$ cat src/rtl/runt_pkg.sv
package runt_pkg;
  typedef enum logic [1:0] {
    REG_LO  = 2'd0,
    REG_MID = 2'd1,
    REG_HI  = 2'd2
  } region_e;

  typedef enum logic [2:0] {
    ST_UNKNOWN  = 3'd0,
    ST_LOW      = 3'd1,
    ST_HIGH     = 3'd2,
    ST_RISE_MID = 3'd3,
    ST_FALL_MID = 3'd4
  } det_state_e;
endpackage

$ cat src/rtl/runt_level_cmp.sv
module runt_level_cmp
  import runt_pkg::*;
#(
  parameter int SAMPLE_W = 8
) (
  input  logic [SAMPLE_W-1:0] sample_i,
  input  logic [SAMPLE_W-1:0] thr_lo_i,
  input  logic [SAMPLE_W-1:0] thr_hi_i,
  output region_e             region_o
);
  // reaching a threshold counts as crossing it
  always_comb begin
    if (sample_i <= thr_lo_i)      region_o = REG_LO;
    else if (sample_i >= thr_hi_i) region_o = REG_HI;
    else                           region_o = REG_MID;
  end
endmodule

$ cat src/rtl/runt_dwell_ctr.sv
module runt_dwell_ctr #(
  parameter int CNT_W = 8
) (
  input  logic             clk_i,
  input  logic             rst_ni,
  input  logic             load_one_i,
  input  logic             inc_i,
  output logic [CNT_W-1:0] cnt_o
);
  localparam logic [CNT_W-1:0] CntMax = {CNT_W{1'b1}};
  localparam logic [CNT_W-1:0] CntOne = CNT_W'(1);

  logic [CNT_W-1:0] cnt_q;

  always_ff @(posedge clk_i or negedge rst_ni) begin
    if (!rst_ni)                       cnt_q <= '0;
    else if (load_one_i)               cnt_q <= CntOne;
    else if (inc_i && cnt_q != CntMax) cnt_q <= cnt_q + CntOne;
  end

  assign cnt_o = cnt_q;

  assert_cnt_saturate_R9: assert property (@(posedge clk_i) disable iff (!rst_ni)
    (cnt_q == CntMax && inc_i && !load_one_i) |=> (cnt_q == CntMax));

  assert_cnt_load_R5: assert property (@(posedge clk_i) disable iff (!rst_ni)
    load_one_i |=> (cnt_q == CntOne));
endmodule

$ cat src/rtl/runt_fsm.sv
module runt_fsm
  import runt_pkg::*;
#(
  parameter int CNT_W = 8
) (
  input  logic             clk_i,
  input  logic             rst_ni,
  input  logic             arm_i,
  input  logic             vld_i,
  input  region_e          region_i,
  input  logic [1:0]       pol_sel_i,
  input  logic [CNT_W-1:0] min_width_i,
  input  logic [CNT_W-1:0] dwell_i,
  output logic             dwell_load_o,
  output logic             dwell_inc_o,
  output logic             trig_o,
  output logic [CNT_W-1:0] runt_len_o
);
  det_state_e state_q, state_d;
  logic fire, pos_ok, neg_ok, wide_ok;
  logic trig_q;
  logic [CNT_W-1:0] len_q;

  assign pos_ok  = (pol_sel_i != 2'b01);
  assign neg_ok  = (pol_sel_i != 2'b00);
  assign wide_ok = (dwell_i >= min_width_i);

  always_comb begin
    state_d      = state_q;
    dwell_load_o = 1'b0;
    dwell_inc_o  = 1'b0;
    fire         = 1'b0;
    if (!arm_i) begin
      state_d = ST_UNKNOWN;
    end else if (vld_i) begin
      case (state_q)
        ST_UNKNOWN: begin
          if (region_i == REG_LO)      state_d = ST_LOW;
          else if (region_i == REG_HI) state_d = ST_HIGH;
        end
        ST_LOW: begin
          if (region_i == REG_MID) begin
            state_d      = ST_RISE_MID;
            dwell_load_o = 1'b1;
          end else if (region_i == REG_HI) state_d = ST_HIGH;
        end
        ST_HIGH: begin
          if (region_i == REG_MID) begin
            state_d      = ST_FALL_MID;
            dwell_load_o = 1'b1;
          end else if (region_i == REG_LO) state_d = ST_LOW;
        end
        ST_RISE_MID: begin
          if (region_i == REG_MID) dwell_inc_o = 1'b1;
          else if (region_i == REG_LO) begin
            state_d = ST_LOW;
            fire    = pos_ok && wide_ok;
          end else state_d = ST_HIGH;
        end
        ST_FALL_MID: begin
          if (region_i == REG_MID) dwell_inc_o = 1'b1;
          else if (region_i == REG_HI) begin
            state_d = ST_HIGH;
            fire    = neg_ok && wide_ok;
          end else state_d = ST_LOW;
        end
        default: state_d = ST_UNKNOWN;
      endcase
    end
  end

  always_ff @(posedge clk_i or negedge rst_ni) begin
    if (!rst_ni) begin
      state_q <= ST_UNKNOWN;
      trig_q  <= 1'b0;
      len_q   <= '0;
    end else begin
      state_q <= state_d;
      trig_q  <= fire;
      if (fire) len_q <= dwell_i;
    end
  end

  assign trig_o     = trig_q;
  assign runt_len_o = len_q;

  assert_trig_single_R7: assert property (@(posedge clk_i) disable iff (!rst_ni)
    trig_o |=> !trig_o);

  assert_disarm_idle_R11: assert property (@(posedge clk_i) disable iff (!rst_ni)
    !arm_i |=> (!trig_o && state_q == ST_UNKNOWN));

  assert_no_strobe_R12: assert property (@(posedge clk_i) disable iff (!rst_ni)
    (!vld_i && arm_i) |=> (!trig_o && $stable(state_q)));

  assert_min_width_R5: assert property (@(posedge clk_i) disable iff (!rst_ni)
    trig_o |-> (runt_len_o >= $past(min_width_i) && runt_len_o != '0));

  assert_len_hold_R8: assert property (@(posedge clk_i) disable iff (!rst_ni)
    !trig_o |-> $stable(runt_len_o));

  assert_unknown_mid_R10: assert property (@(posedge clk_i) disable iff (!rst_ni)
    (state_q == ST_UNKNOWN && region_i == REG_MID) |=> (state_q == ST_UNKNOWN));
endmodule

$ cat src/rtl/runt_detector.sv
module runt_detector
  import runt_pkg::*;
#(
  parameter int SAMPLE_W = 8,
  parameter int CNT_W    = 8
) (
  input  logic                clk_i,
  input  logic                rst_ni,
  input  logic                arm_i,
  input  logic                sample_vld_i,
  input  logic [SAMPLE_W-1:0] sample_i,
  input  logic [SAMPLE_W-1:0] thr_lo_i,
  input  logic [SAMPLE_W-1:0] thr_hi_i,
  input  logic [1:0]          pol_sel_i,
  input  logic [CNT_W-1:0]    min_width_i,
  output logic                trig_o,
  output logic [CNT_W-1:0]    runt_len_o
);
  region_e          region;
  logic             dwell_load, dwell_inc;
  logic [CNT_W-1:0] dwell;

  runt_level_cmp #(.SAMPLE_W(SAMPLE_W)) u_cmp (
    .sample_i (sample_i),
    .thr_lo_i (thr_lo_i),
    .thr_hi_i (thr_hi_i),
    .region_o (region)
  );

  runt_dwell_ctr #(.CNT_W(CNT_W)) u_dwell (
    .clk_i      (clk_i),
    .rst_ni     (rst_ni),
    .load_one_i (dwell_load),
    .inc_i      (dwell_inc),
    .cnt_o      (dwell)
  );

  runt_fsm #(.CNT_W(CNT_W)) u_fsm (
    .clk_i        (clk_i),
    .rst_ni       (rst_ni),
    .arm_i        (arm_i),
    .vld_i        (sample_vld_i),
    .region_i     (region),
    .pol_sel_i    (pol_sel_i),
    .min_width_i  (min_width_i),
    .dwell_i      (dwell),
    .dwell_load_o (dwell_load),
    .dwell_inc_o  (dwell_inc),
    .trig_o       (trig_o),
    .runt_len_o   (runt_len_o)
  );

  assert_reset_quiet_R13: assert property (@(posedge clk_i)
    !rst_ni |-> (!trig_o && runt_len_o == '0));
endmodule

$ cat config.mk
export PLATFORM = sky130hd
export DESIGN_NAME = runt_detector
export DESIGN_NICKNAME = d
export VERILOG_FILES = /design/src/rtl/runt_pkg.sv /design/src/rtl/runt_level_cmp.sv /design/src/rtl/runt_dwell_ctr.sv /design/src/rtl/runt_fsm.sv /design/src/rtl/runt_detector.sv
export SDC_FILE = /design/constraint.sdc
export NUM_CORES = 1
export LEC_CHECK = 0
export ABC_AREA = 0
export BUFFER_PORTS_ARGS = -buffer_cell sky130_fd_sc_hd__buf_2
export CAP_MARGIN = 30
export CORE_MARGIN = 5
export CORE_UTILIZATION = 52
export DETAILED_ROUTE_END_ITERATION = 10
export GPL_TIMING_DRIVEN = 0
export PLACE_DENSITY = 0.8
export SYNTH_ARGS = -nofsm -noshare
export SYNTH_HDL_FRONTEND = slang
export SYNTH_SLANG_ARGS = --single-unit
$ cat constraint.sdc
create_clock -name clk_i -period 2.9 [get_ports clk_i]
set_input_delay 0.58 -clock clk_i [delete_from_list [all_inputs] [get_ports clk_i]]
set_output_delay 0.58 -clock clk_i [all_outputs]
set_load 0.005 [all_outputs]
Yosys cells after proc, flatten, opt, wreduce, memory -nomap -nowiden
Index checks and enable logic that the tools add are counted.
- bits in registers: 20
- input bits: 38
- output and inout bits: 9
- word-level logic and storage cells: 60
- add/subtract/negate cells: 1
- $lt $le $gt $ge: 3
- equal/unequal tests: 12
- multiplexer cells: 30
- reduce and logical (&&, ||, !) cells: 10
- operator list (operator ; number):
    $mux W3 ; 9
    $ge A8 B8 Y1 ; 2
    $mux W8 ; 2
    $pmux W3 S5 ; 1
    $mux W1 ; 13
    $add A8 B1 Y8 const B ; 1
    $le A8 B8 Y1 ; 1
    $mux W2 ; 4
    $ne A8 B8 Y1 const B ; 1
    $eq A3 B2 Y1 const B ; 2
    $ne A3 B3 Y1 const B ; 2
    $ne A2 B1 Y1 const B ; 2
    $ne A4 B2 Y1 const B ; 1
    $reduce_and A4 Y1 ; 1
    $reduce_bool A2 Y1 ; 2
    $reduce_or A2 Y1 ; 2
    $eq A3 B1 Y1 const B ; 1
    $eq A3 B3 Y1 const B ; 1
    $logic_and A1 B1 Y1 ; 3
    $logic_not A3 Y1 ; 1
    $eq A2 B1 Y1 const B ; 1
    $eq A2 B2 Y1 const B ; 1
    $logic_not A2 Y1 ; 1
    $pmux W1 S2 ; 1

Logic depth before layout (Yosys ltp)
Gate-level depths: netlist (run 1).
- depth in word-level cells: 11
- gate-level depth with buffers: 10
- depth with buffers taken out: 9

By module
A second synthesis (run 1) with hierarchy kept.
- cell total of the unflattened synthesis: 189
- area, all modules: 1705.4 um2
- modules (own cells, without submodules) (module ; instances ; cells each ; area an instance (um2) ; sequential area each (um2)):
    runt_fsm ; 1 ; 85 ; 825.8 ; 300.3
    runt_dwell_ctr ; 1 ; 49 ; 462.9 ; 200.2
    runt_level_cmp ; 1 ; 55 ; 416.6 ; 0.0

Worst setup path after synthesis (run 1)
OpenSTA, ideal clock, no wires.
- path type: input -> register
- start point: input port thr_lo_i[5]
- end point: register u_fsm.len_q[0], in the netlist u_fsm.runt_len_o[0]
- setup time: 0.125 ns
- arrival: 2.564 ns
- data required time: 2.775 ns
- setup slack: 0.211 ns
- cell stages on the path: 10
- path buffers: 1
- path through: inv_1 -> ha_1 -> a211oi_1 -> nor2_1 -> and4bb_1 -> or2_1 -> buf_2 -> xnor2_1 -> a211oi_4 -> mux2_2
- word-level cells in the longest chain between the ends: 8
- elaborated cells between the ends (all ways): 12
- those cells by class: order compare (1); eq/ne (2); mux (8); reduce/logical (1)
- RTL lines (what ; RTL line ; source):
    from (decl) ; runt_detector.sv:12 ; input logic [SAMPLE_W-1:0] thr_lo_i,
    $le A8 B8 Y1 * ; runt_level_cmp.sv:13 ; if (sample_i <= thr_lo_i) region_o = REG_LO;
    $mux W2 * ; runt_level_cmp.sv:13 ;
    $eq A2 B2 Y1 or $logic_not A2 Y1 (tied branches) ; runt_fsm.sv:62, runt_fsm.sv:55 ;
    $mux W1, on equally long branches ; runt_fsm.sv:62, runt_fsm.sv:55 ;
    $mux W1, on equally long branches ; runt_fsm.sv:61, runt_fsm.sv:54 ;
    $pmux W1 S2 * ; runt_fsm.sv:36 ; case (state_q)
    $mux W1 * ; runt_fsm.sv:35 ; end else if (vld_i) begin
    $mux W1 * ; runt_fsm.sv:33 ; if (!arm_i) begin
    net u_fsm.fire ; runt_fsm.sv:20 ; logic fire, pos_ok, neg_ok, wide_ok;
    to (signal assigned) ; runt_fsm.sv:80 ; if (fire) len_q <= dwell_i;
    to (decl) ; runt_fsm.sv:22 ; logic [CNT_W-1:0] len_q;
Mark *: on every way through the listed nets, which the timed path passes. The rest lies on a longest branch.
A chain may end at the register's enable or synchronous reset.

Final worst setup path (run 1)
- start point: input port sample_i[0]
- end point: register u_dwell.cnt_q[6], in the netlist u_dwell.cnt_o[6]
- word-level cells in the longest chain between the ends: 10
- elaborated cells between the ends (all ways): 15
- those cells by class: order compare (2); eq/ne (1); mux (10); reduce/logical (2)
- RTL lines (what ; RTL line ; source):
    from (decl) ; runt_detector.sv:11 ; input logic [SAMPLE_W-1:0] sample_i,
    $ge A8 B8 Y1 ; runt_level_cmp.sv:14 ; else if (sample_i >= thr_hi_i) region_o = REG_HI;
    $mux W2 ; runt_level_cmp.sv:14 ;
    $mux W2 * ; runt_level_cmp.sv:13 ;
    $eq A2 B1 Y1 * ; - ;
    $mux W1 * ; - ;
    $mux W1 ; - ;
    $mux W1 ; runt_fsm.sv:35 ;
    $mux W1 ; runt_fsm.sv:33 ;
    $logic_and A1 B1 Y1 ; runt_dwell_ctr.sv:18 ; else if (inc_i && cnt_q != CntMax) cnt_q <= cnt_q + CntOne;
    $reduce_bool A2 Y1 (no source line) ; - ;
    to (signal assigned) ; runt_dwell_ctr.sv:17 ; else if (load_one_i) cnt_q <= CntOne;
    to (signal assigned) ; runt_dwell_ctr.sv:18 ;
    to (decl) ; runt_dwell_ctr.sv:13 ; logic [CNT_W-1:0] cnt_q;
Mark *: on every way between the ends. The rest lies on a longest branch, timed or not.

==> impl_metrics.py, run 1 <==
metrics = {
    "clocking": {
        "cts_resized": 0,
        "numCtsBuffers": 3,
        "clk-insertion-delay-late_ns": 0.30,
        "htreeDepth": 1,
        "cts_buffer_depth": 2,
        "cts_tree": "built",
        "clk_pin_slew_worst_paths_ns": 0.12,
        "cts.sinks": 20,
        "clock-root-buffer": "clkbuf_4",
    },
    "run_status": {
        "status": "finished clean",
    },
    "synthesis": {
        "ys_ff_latch": 20,
        "syn-instance-count": 177,
        "synth_top_family_by_area": "adder cells",
        "syn_avg_cell_area_sq_um": 9.12,
        "synth_edf_count": 0,
        "synth.largest_area_cell": "dfrtp_1",
        "synth-xor-area-share_pct": 2.17,
        "yosys_warnings": 0,
        "ys_top_cells_by_area": "dfrtp_1 31%, ha_1 19%, inv_1 6.3%, mux2_2 4.2%, mux2i_1 3.1%",
        "synthDistinctLibCells": 38,
        "synth_compound_area_share_pct": 13.3,
        "yosysMostFrequentCell": "inv_1",
        "synth_fa_ha_area_share_pct": 19.4,
        "synth-main-ff-cell": "dfrtp_1",
        "synth_common_cells": "27 x inv_1, 25 x ha_1, 20 x dfrtp_1",
        "synth_mux_area_share_pct": 8.68,
        "synthSimpleGateAreaFrac_pct": 18.2,
        "async_flop_share_pct": 100,
        "yosysSeqAreaShare_pct": 31.0,
        "syn_area_sq_um": 1610,
        "synth_top_area_share_pct": 31.0,
        "syn_nets": 240,
    },
    "power_and_ir_drop": {
        "power.total_uw": 733,
        "cellLeakagePower_uw": 0.00113,
        "ir_drop_mv": 0.309,
        "switching_share_pct": 28.1,
        "internal_power_uw": 527,
        "p_comb_share_pct": 25.2,
        "pwr_density_cell_nw_per_um2": 375,
        "pwr-share-seq_pct": 44.2,
        "switching_power_uw": 206,
        "clkPwrFrac_pct": 30.6,
    },
    "setup_path": {
        "cpPeakStageDelay_ns": 0.44,
        "start_kind": "input port",
        "critical_path_class": "in -> reg",
        "cpMaxStageDelayCell": "a2111oi_0",
        "cp_cell_sequence": "buf_2 -> inv_1 -> ha_1 -> nand2b_1 -> a2111oi_0 -> o31ai_1 -> nor3_2 -> buf_4 -> and2_1 -> clkbuf_1 -> a211oi_1 -> a31o_2",
        "end_kind": "flip-flop",
        "critPathRequiredTime_ns": 3.09,
        "r2r.worst_path.cells": 10,
        "cp_data_arrival_time_ns": 2.84,
        "crit_fanout": 7,
    },
    "die": {
        "die_h_um": 65.7,
        "core_sq_um": 3000,
        "die_width_um": 65.7,
        "die_area_sq_um": 4320,
        "pin_count": 47,
        "start_util_pct": 53.8,
        "rows": 20,
    },
    "drt": {
        "wirelength_um": 3330,
        "drcViolationCount": 0,
        "vias_per_cell": 5.43,
        "routedWlPerCell_um": 12.7,
        "postRouteAntennaNets": 0,
        "vias": 1423,
        "drtIter0Drc": 34,
        "drtPass1Iterations": 4,
    },
    "place": {
        "placed_cells": 255,
        "dpl.hpwl_um": 2660,
        "gp_congestion": 0.787,
        "io_buffers": 45,
    },
    "cells_and_area": {
        "syn2layout_area_growth_pct": 21.2,
        "stdcell_count": 262,
        "nFillCells": 246,
        "diodes": 0,
        "final_nets": 293,
        "drive_gt1_share_pct": 27.5,
    },
    "global_route": {
        "antenna_found_initial": 0,
        "grt_pass1_vias": 1375,
        "track_usage_pct": 16.3,
        "grt_pass1_wl_um": 5590,
        "grt_max_degree": 21,
        "overflow": 0,
    },
    "sta": {
        "relSlewSlack_pct": 64.8,
        "fin_crit_ns": 2.65,
        "worstMarginPinSlew_ns": 0.524,
        "timing.final.hold_violations": 0,
        "tns_ns": 0,
        "finClkSkew_ns": 0.0133,
        "fmax_ghz": 0.377,
        "drv_slew": 0,
        "fin_crit_sh_pct": 91.4,
        "finalSetupViolations": 0,
    },
    "min_path": {
        "min_path_type": "in -> async",
    },
    "job": {
        "drv_cap": 0,
    },
}
-- cells by family after synthesis --
family	Yosys count
simple gates	53
flops	20
buf+inv	31
xor+xnor	4
mux	13
fa+ha+maj	25
compound gates	31
-- state kept, by name, indices dropped and copies added (netlist names) --
signal,cells
u_fsm.trig_o,1
u_fsm.state_q,3
u_fsm.runt_len_o,8
u_dwell.cnt_o,8
-- what timing repair did --
| item | 4_1_cts | 5_1_grt |
|---|---|---|
| hold buffers | 0 | 0 |
| setup endpoints to repair | 0 | 6 |
| endpoints found under the hold margin | 0 | 0 |
| buffers inserted | 0 | 3 |
-- cells in the final DEF (no fill, tap or decap), types with 4 or more instances in the layout --
master	instances
a21oi_1	8
ha_1	25
o21ai_0	8
inv_1	27
nand2_1	9
nor2_1	10
nand4_1	5
buf_2	46
nand3_1	4
dfrtp_1	20
mux2_2	6
mux2i_1	5
and2_1	6
and3_1	5
-- routing by layer --
metal  up-vias  GRT usage (%)  routed length, um
met4         0           3.89                 75
met3         8           3.76                179
li1        722              -                  -
met2        44           31.0               1680
met5         -              0                  0
met1       649           18.1               1390
-- stage by stage --
step / utilization [%] / setup slack, ns / cell area (sq um) / hold WS [ns]
after floorplan: - / 0.211 / 1610 / 0.284
after global placement: 62.6 / -0.147 / 1880 / 0.466
after detailed placement: 62.6 / -0.190 / 1880 / 0.480
after CTS: 64.4 / 0.139 / 1930 / 0.201
after global routing: 65.1 / -0.0298 / 1960 / 0.221
final: 65.1 / 0.251 / 1960 / 0.191
-- path summary, 6_finish.rpt --
kind,slack [ns],start,endpoint
max in group asynchronous,2.39,rst_ni,u_fsm.state_q[0]$_DFFE_PN0P_
min in group clk_i,0.50,u_fsm.runt_len_o[6]$_DFFE_PN0P_,u_fsm.runt_len_o[6]$_DFFE_PN0P_
hold / removal,0.19,rst_ni,u_dwell.cnt_o[2]$_DFFE_PN0P_
hold reg to reg,0.50,u_fsm.runt_len_o[6]$_DFFE_PN0P_,u_fsm.runt_len_o[6]$_DFFE_PN0P_
setup reg to reg,0.44,u_dwell.cnt_o[0]$_DFFE_PN0P_,u_fsm.runt_len_o[7]$_DFFE_PN0P_
setup / recovery,0.25,sample_i[0],u_dwell.cnt_o[6]$_DFFE_PN0P_
-- cell type report --
cell class | instances | area [sq um] | share of cell area [%]
tap | 33 | 41.3 | 2.11
clock inverter | 1 | 30.0 | 1.54
multi-input combinational | 126 | 996 | 50.9
timing repair buffer | 48 | 248 | 12.7
inverter | 27 | 101 | 5.18
clock buffer | 3 | 22.5 | 1.15
buffer | 4 | 16.3 | 0.832
sequential | 20 | 500 | 25.6
-- power by group through the flow --
| stage | clock [uW] | sequential, uW | combinational (uW) |
|---|---|---|---|
| 6_report | 224 | 324 | 185 |
| 5_1_grt | 241 | 329 | 221 |
| 4_1_cts | 230 | 325 | 184 |
| 3_5_place_dp | 0 | 329 | 183 |
| 3_3_place_gp | 0 | 329 | 175 |
| 2_1_floorplan | 0 | 320 | 125 |
-- critical path, delay by kind of cell --
kind                     cells  cell delay [ns]
adder cells (fa/ha/maj)      1             0.28
AND/OR/NAND/NOR              3             0.47
AO/OA/AOI/OAI                4             0.98
buffers and inverters        4             0.52
Note: power is estimated with default switching activity, not from simulation.
==> run 2: changes to the inputs <==
--- a/config.mk
+++ b/config.mk
@@ -6,9 +6,10 @@
 export NUM_CORES = 1
 export LEC_CHECK = 0
 export ABC_AREA = 0
+export ABC_CLOCK_PERIOD_IN_PS = 2900
 export BUFFER_PORTS_ARGS = -buffer_cell sky130_fd_sc_hd__buf_2
 export CAP_MARGIN = 30
-export CORE_MARGIN = 5
+export CORE_MARGIN = 1
 export CORE_UTILIZATION = 52
 export DETAILED_ROUTE_END_ITERATION = 10
 export GPL_TIMING_DRIVEN = 0
==> impl_metrics.py, run 2 (same netlist as run 1, synthesis figures left out) <==
metrics = {
    "place": {
        "io_buffers": 45,
        "pre_cts_ws_ns": -0.166,
        "placed_cells": 253,
        "gp_congestion": 0.808,
        "dpl.hpwl_um": 2660,
    },
    "die": {
        "die_width_um": 57.7,
        "die_area_sq_um": 3330,
        "start_util_pct": 56.6,
        "core_sq_um": 2850,
        "pin_count": 47,
        "die_h_um": 57.7,
        "rows": 19,
    },
    "clocking": {
        "clk-insertion-delay-late_ns": 0.31,
        "htreeDepth": 1,
        "clk_pin_slew_worst_paths_ns": 0.12,
        "clock-root-buffer": "clkbuf_4",
        "numCtsBuffers": 3,
        "ctsHoldBuffers": 0,
        "cts_buffer_depth": 2,
        "cts.sinks": 20,
        "cts_tree": "built",
    },
    "power_and_ir_drop": {
        "power.total_uw": 741,
        "ir_drop_mv": 0.300,
        "pwr_density_cell_nw_per_um2": 382,
        "cellLeakagePower_uw": 0.00112,
    },
    "sta": {
        "finalSetupViolations": 0,
        "worstMarginPinSlew_ns": 0.537,
        "relSlewSlack_pct": 63.9,
        "fmax_ghz": 0.369,
        "timing.final.ws_setup_ns": 0.189,
        "tns_ns": 0,
        "holdWs_ns": 0.190,
        "fin_crit_ns": 2.71,
        "fin_crit_sh_pct": 93.5,
        "timing.final.hold_violations": 0,
        "finClkSkew_ns": 0.0102,
        "grt_setup_unrepaired": "yes",
        "drv_slew": 0,
    },
    "setup_path": {
        "cpPeakStageDelay_ns": 0.52,
        "r2r_slack_ns": 0.35,
        "cp_data_arrival_time_ns": 2.92,
        "critPathRequiredTime_ns": 3.11,
        "cp_common_cell": "buf_2",
        "end_kind": "flip-flop",
        "cp_cell_sequence": "buf_2 -> ha_1 -> a211oi_1 -> nor2_1 -> o31ai_1 -> or2_1 -> buf_2 -> xnor2_1 -> a211oi_4 -> mux2_2",
        "critPathTopFamily": "compound AO/OA/AOI/OAI gates",
        "cpMaxStageDelayCell": "a211oi_4",
        "critPathBufInv": 2,
        "critical_path_class": "in -> reg",
        "crit_fanout": 9,
        "start_kind": "input port",
    },
    "global_route": {
        "antenna_found_initial": 0,
        "overflow": 0,
        "grt_max_degree": 21,
        "grt_pass1_vias": 1350,
        "track_usage_pct": 22.8,
        "grt_pass1_wl_um": 5840,
    },
    "drt": {
        "postRouteAntennaNets": 0,
        "drcViolationCount": 3,
        "wirelength_um": 3260,
        "vias_per_cell": 5.39,
        "vias": 1391,
        "drtPass1Iterations": 7,
        "routedWlPerCell_um": 12.6,
        "drtIter0Drc": 26,
    },
    "run_status": {
        "violations": "DRC",
        "status": "finished with violations",
    },
    "min_path": {
        "min_path_type": "in -> async",
    },
    "cells_and_area": {
        "drive_gt1_share_pct": 26.9,
        "syn2layout_area_growth_pct": 20.1,
        "layout_commonest_cell": "buf_2",
        "layout_common_cells": "46 x buf_2, 27 x inv_1, 25 x ha_1",
        "nFillCells": 235,
        "stdcell_count": 258,
        "diodes": 0,
        "final_nets": 291,
    },
    "job": {
        "drv_cap": 0,
    },
}
-- run 2: final timing paths --
check,startpoint,to,cells past startpoint
worst min-delay path,rst_ni,u_fsm.runt_len_o[4]$_DFFE_PN0P_,1
worst max register to register,u_dwell.cnt_o[0]$_DFFE_PN0P_,u_fsm.runt_len_o[0]$_DFFE_PN0P_,9
worst min register to register,u_fsm.runt_len_o[6]$_DFFE_PN0P_,u_fsm.runt_len_o[6]$_DFFE_PN0P_,1
min in group clk_i,u_fsm.runt_len_o[6]$_DFFE_PN0P_,u_fsm.runt_len_o[6]$_DFFE_PN0P_,1
worst max-delay path,sample_i[5],u_fsm.runt_len_o[0]$_DFFE_PN0P_,10
max in group asynchronous,rst_ni,u_fsm.state_q[0]$_DFFE_PN0P_,1
-- run 2: layout make-up --
cell class | count | area [sq um] | share of cell area [%]
buffer | 4 | 16.3 | 0.839
timing repair buffer | 46 | 233 | 12.0
sequential | 20 | 500 | 25.8
clock inverter | 1 | 30.0 | 1.55
inverter | 27 | 101 | 5.23
clock buffer | 3 | 22.5 | 1.16
tap | 31 | 38.8 | 2.00
multi-input combinational | 126 | 996 | 51.4
-- run 2: where the power goes --
part           switching, uW  internal, uW
Combinational           95.3          92.6
Clock                   90.6           140
Sequential              26.2           296
-- run 2: per-layer routing --
metal	part of all wire [%]	vias up	GRT usage (%)
li1	-	722	-
met1	44	634	28.2
met2	51	29	40.0
met3	2.9	6	4.02
met4	1.8	0	8.50
met5	0	-	0
-- run 2: metrics by stage --
stage	cell area, sq um	util (%)
2_1_floorplan	1610	-
3_3_place_gp	1880	65.8
3_5_place_dp	1880	65.8
4_1_cts	1930	67.7
5_1_grt	1940	67.9
6_report	1940	67.9
-- run 2: repair_timing --
item,CTS,global route
endpoints found under the setup margin,0,5
hold endpoints to repair,0,0
buffers inserted,0,1
resized for setup,0,0
==> run 3: changes to the inputs <==
--- a/config.mk
+++ b/config.mk
@@ -12,7 +12,6 @@
 export CORE_MARGIN = 1
 export CORE_UTILIZATION = 52
 export DETAILED_ROUTE_END_ITERATION = 10
-export GPL_TIMING_DRIVEN = 0
 export PLACE_DENSITY = 0.8
 export SYNTH_ARGS = -nofsm -noshare
 export SYNTH_HDL_FRONTEND = slang
==> impl_metrics.py, run 3 (same netlist as run 1, synthesis figures left out) <==
metrics = {
    "run_status": {
        "status": "finished with violations",
        "violations": "DRC",
    },
    "setup_path": {
        "r2r.worst_path.cells": 9,
        "start_kind": "input port",
        "end_kind": "flip-flop",
        "critical_path_class": "in -> reg",
        "crit_start": "sample_i[0]",
        "critPathRequiredTime_ns": 3.10,
        "crit_fanout": 9,
        "r2r-start": "u_dwell.cnt_o[2]$_DFFE_PN0P_",
        "cp_data_arrival_time_ns": 2.90,
        "r2r_slack_ns": 0.47,
    },
    "drt": {
        "postRouteAntennaNets": 0,
        "vias": 1433,
        "drtIter0Drc": 38,
        "drcViolationCount": 3,
        "wirelength_um": 3220,
        "vias_per_cell": 5.53,
        "drtPass1Iterations": 7,
        "routedWlPerCell_um": 12.4,
    },
    "clocking": {
        "clk_pin_slew_worst_paths_ns": 0.12,
        "post_cts.repair.setup_buffers": 0,
        "clock-root-buffer": "clkbuf_4",
        "clk-insertion-delay-late_ns": 0.31,
        "cts_resized": 0,
        "htreeDepth": 1,
        "ctsHoldBuffers": 0,
        "numCtsBuffers": 3,
        "cts_buffer_depth": 2,
        "cts.sinks": 20,
        "cts_tree": "built",
    },
    "cells_and_area": {
        "postLayoutCellArea_sq_um": 1970,
        "stdcell_count": 259,
        "layout_common_cells": "46 x buf_2, 27 x inv_1, 25 x ha_1",
        "nFillCells": 261,
        "seq_area_sq_um": 500,
        "drive_gt1_share_pct": 28.5,
        "final_nets": 292,
        "diodes": 0,
        "layout_commonest_cell": "buf_2",
        "multi_input_area_sq_um": 996,
        "syn2layout_area_growth_pct": 22.0,
    },
    "die": {
        "die_area_sq_um": 3330,
        "die_h_um": 57.7,
        "die_width_um": 57.7,
        "start_util_pct": 56.6,
        "rows": 19,
        "pin_count": 47,
        "core_sq_um": 2850,
    },
    "sta": {
        "worstMarginPinSlew_ns": 0.524,
        "finalSetupViolations": 0,
        "fin_crit_sh_pct": 93.0,
        "timing.final.hold_violations": 0,
        "timing.final.ws_setup_ns": 0.203,
        "fmax_ghz": 0.371,
        "relSlewSlack_pct": 64.2,
        "finClkSkew_ns": 0.00433,
        "fin_crit_ns": 2.70,
        "drv_slew": 0,
        "grt_setup_unrepaired": "no",
    },
    "place": {
        "post_dp_cell_area_sq_um": 1920,
        "pre_cts_ws_ns": -0.146,
        "placed_cells": 255,
        "dpl.hpwl_um": 2680,
        "io_buffers": 46,
        "gp_congestion": 0.813,
    },
    "global_route": {
        "grt_pass1_wl_um": 5470,
        "track_usage_pct": 21.5,
        "grt_pass1_vias": 1321,
        "overflow": 0,
        "grt_max_degree": 21,
        "antenna_found_initial": 0,
    },
    "power_and_ir_drop": {
        "ir_drop_mv": 0.405,
        "clkPwrFrac_pct": 31.3,
        "switching_power_uw": 210,
        "p_comb_share_pct": 24.7,
        "pwr-share-seq_pct": 44.0,
        "power.total_uw": 737,
        "pwr_density_cell_nw_per_um2": 374,
        "switching_share_pct": 28.5,
        "internal_power_uw": 527,
        "cellLeakagePower_uw": 0.00114,
    },
    "job": {
        "drv_cap": 0,
    },
    "min_path": {
        "min_path_type": "in -> async",
    },
}
[run 3: cell types whose count changed in the layout (fill, tap and decap cells not counted), sizes merged]
cell / delta
buf: +4
clkbuf: -3
[run 3: cell type report]
type / instances / area share (%)
clock inverters: 1 / 1.52
repair buffers: 51 / 14.2
clock buffers: 3 / 1.14
flip-flops and latches: 20 / 25.4
multi-input cells: 126 / 50.6
well taps: 31 / 1.97
inverters: 27 / 5.15
[run 3: final timing paths]
kind	endpoint
worst max-delay path	u_fsm.runt_len_o[7]$_DFFE_PN0P_
worst min-delay path	u_fsm.runt_len_o[4]$_DFFE_PN0P_
worst max register to register	u_fsm.runt_len_o[7]$_DFFE_PN0P_
worst min register to register	u_fsm.runt_len_o[6]$_DFFE_PN0P_
max in group asynchronous	u_fsm.state_q[0]$_DFFE_PN0P_
min in group clk_i	u_fsm.runt_len_o[6]$_DFFE_PN0P_
[run 3: power by group through the flow]
stage / Combinational (uW) / Sequential, uW / Clock (uW)
final: 182 / 324 / 231
after global routing: 210 / 328 / 248
after CTS: 185 / 323 / 241
after detailed placement: 184 / 329 / 0
after global placement: 175 / 328 / 0
after floorplan: 125 / 320 / 0
[run 3: critical path: stages]
cell       delay (ns)
buf_2            0.07
inv_1            0.05
ha_1             0.27
nand2b_1         0.15
a2111oi_0        0.54
o31ai_1          0.24
and3_1           0.22
mux2i_1          0.22
a211oi_4         0.08
buf_12           0.15
mux2_1           0.32
[run 3: per-layer routing]
layer | up-vias | track usage, % | wire [um]
li1 | 718 | - | -
met1 | 656 | 27.0 | 1430
met2 | 51 | 36.2 | 1560
met3 | 8 | 4.69 | 185
met4 | 0 | 8.16 | 51
met5 | - | 0 | 0
[run 3: through the flow]
stage | util, % | hold WS (ns) | setup TNS, ns
2_1_floorplan | - | 0.284 | 0
3_3_place_gp | 67.2 | 0.465 | 0
3_5_place_dp | 67.2 | 0.489 | -1.09
4_1_cts | 69.0 | 0.194 | 0
5_1_grt | 69.0 | 0.221 | 0
6_report | 69.0 | 0.192 | 0
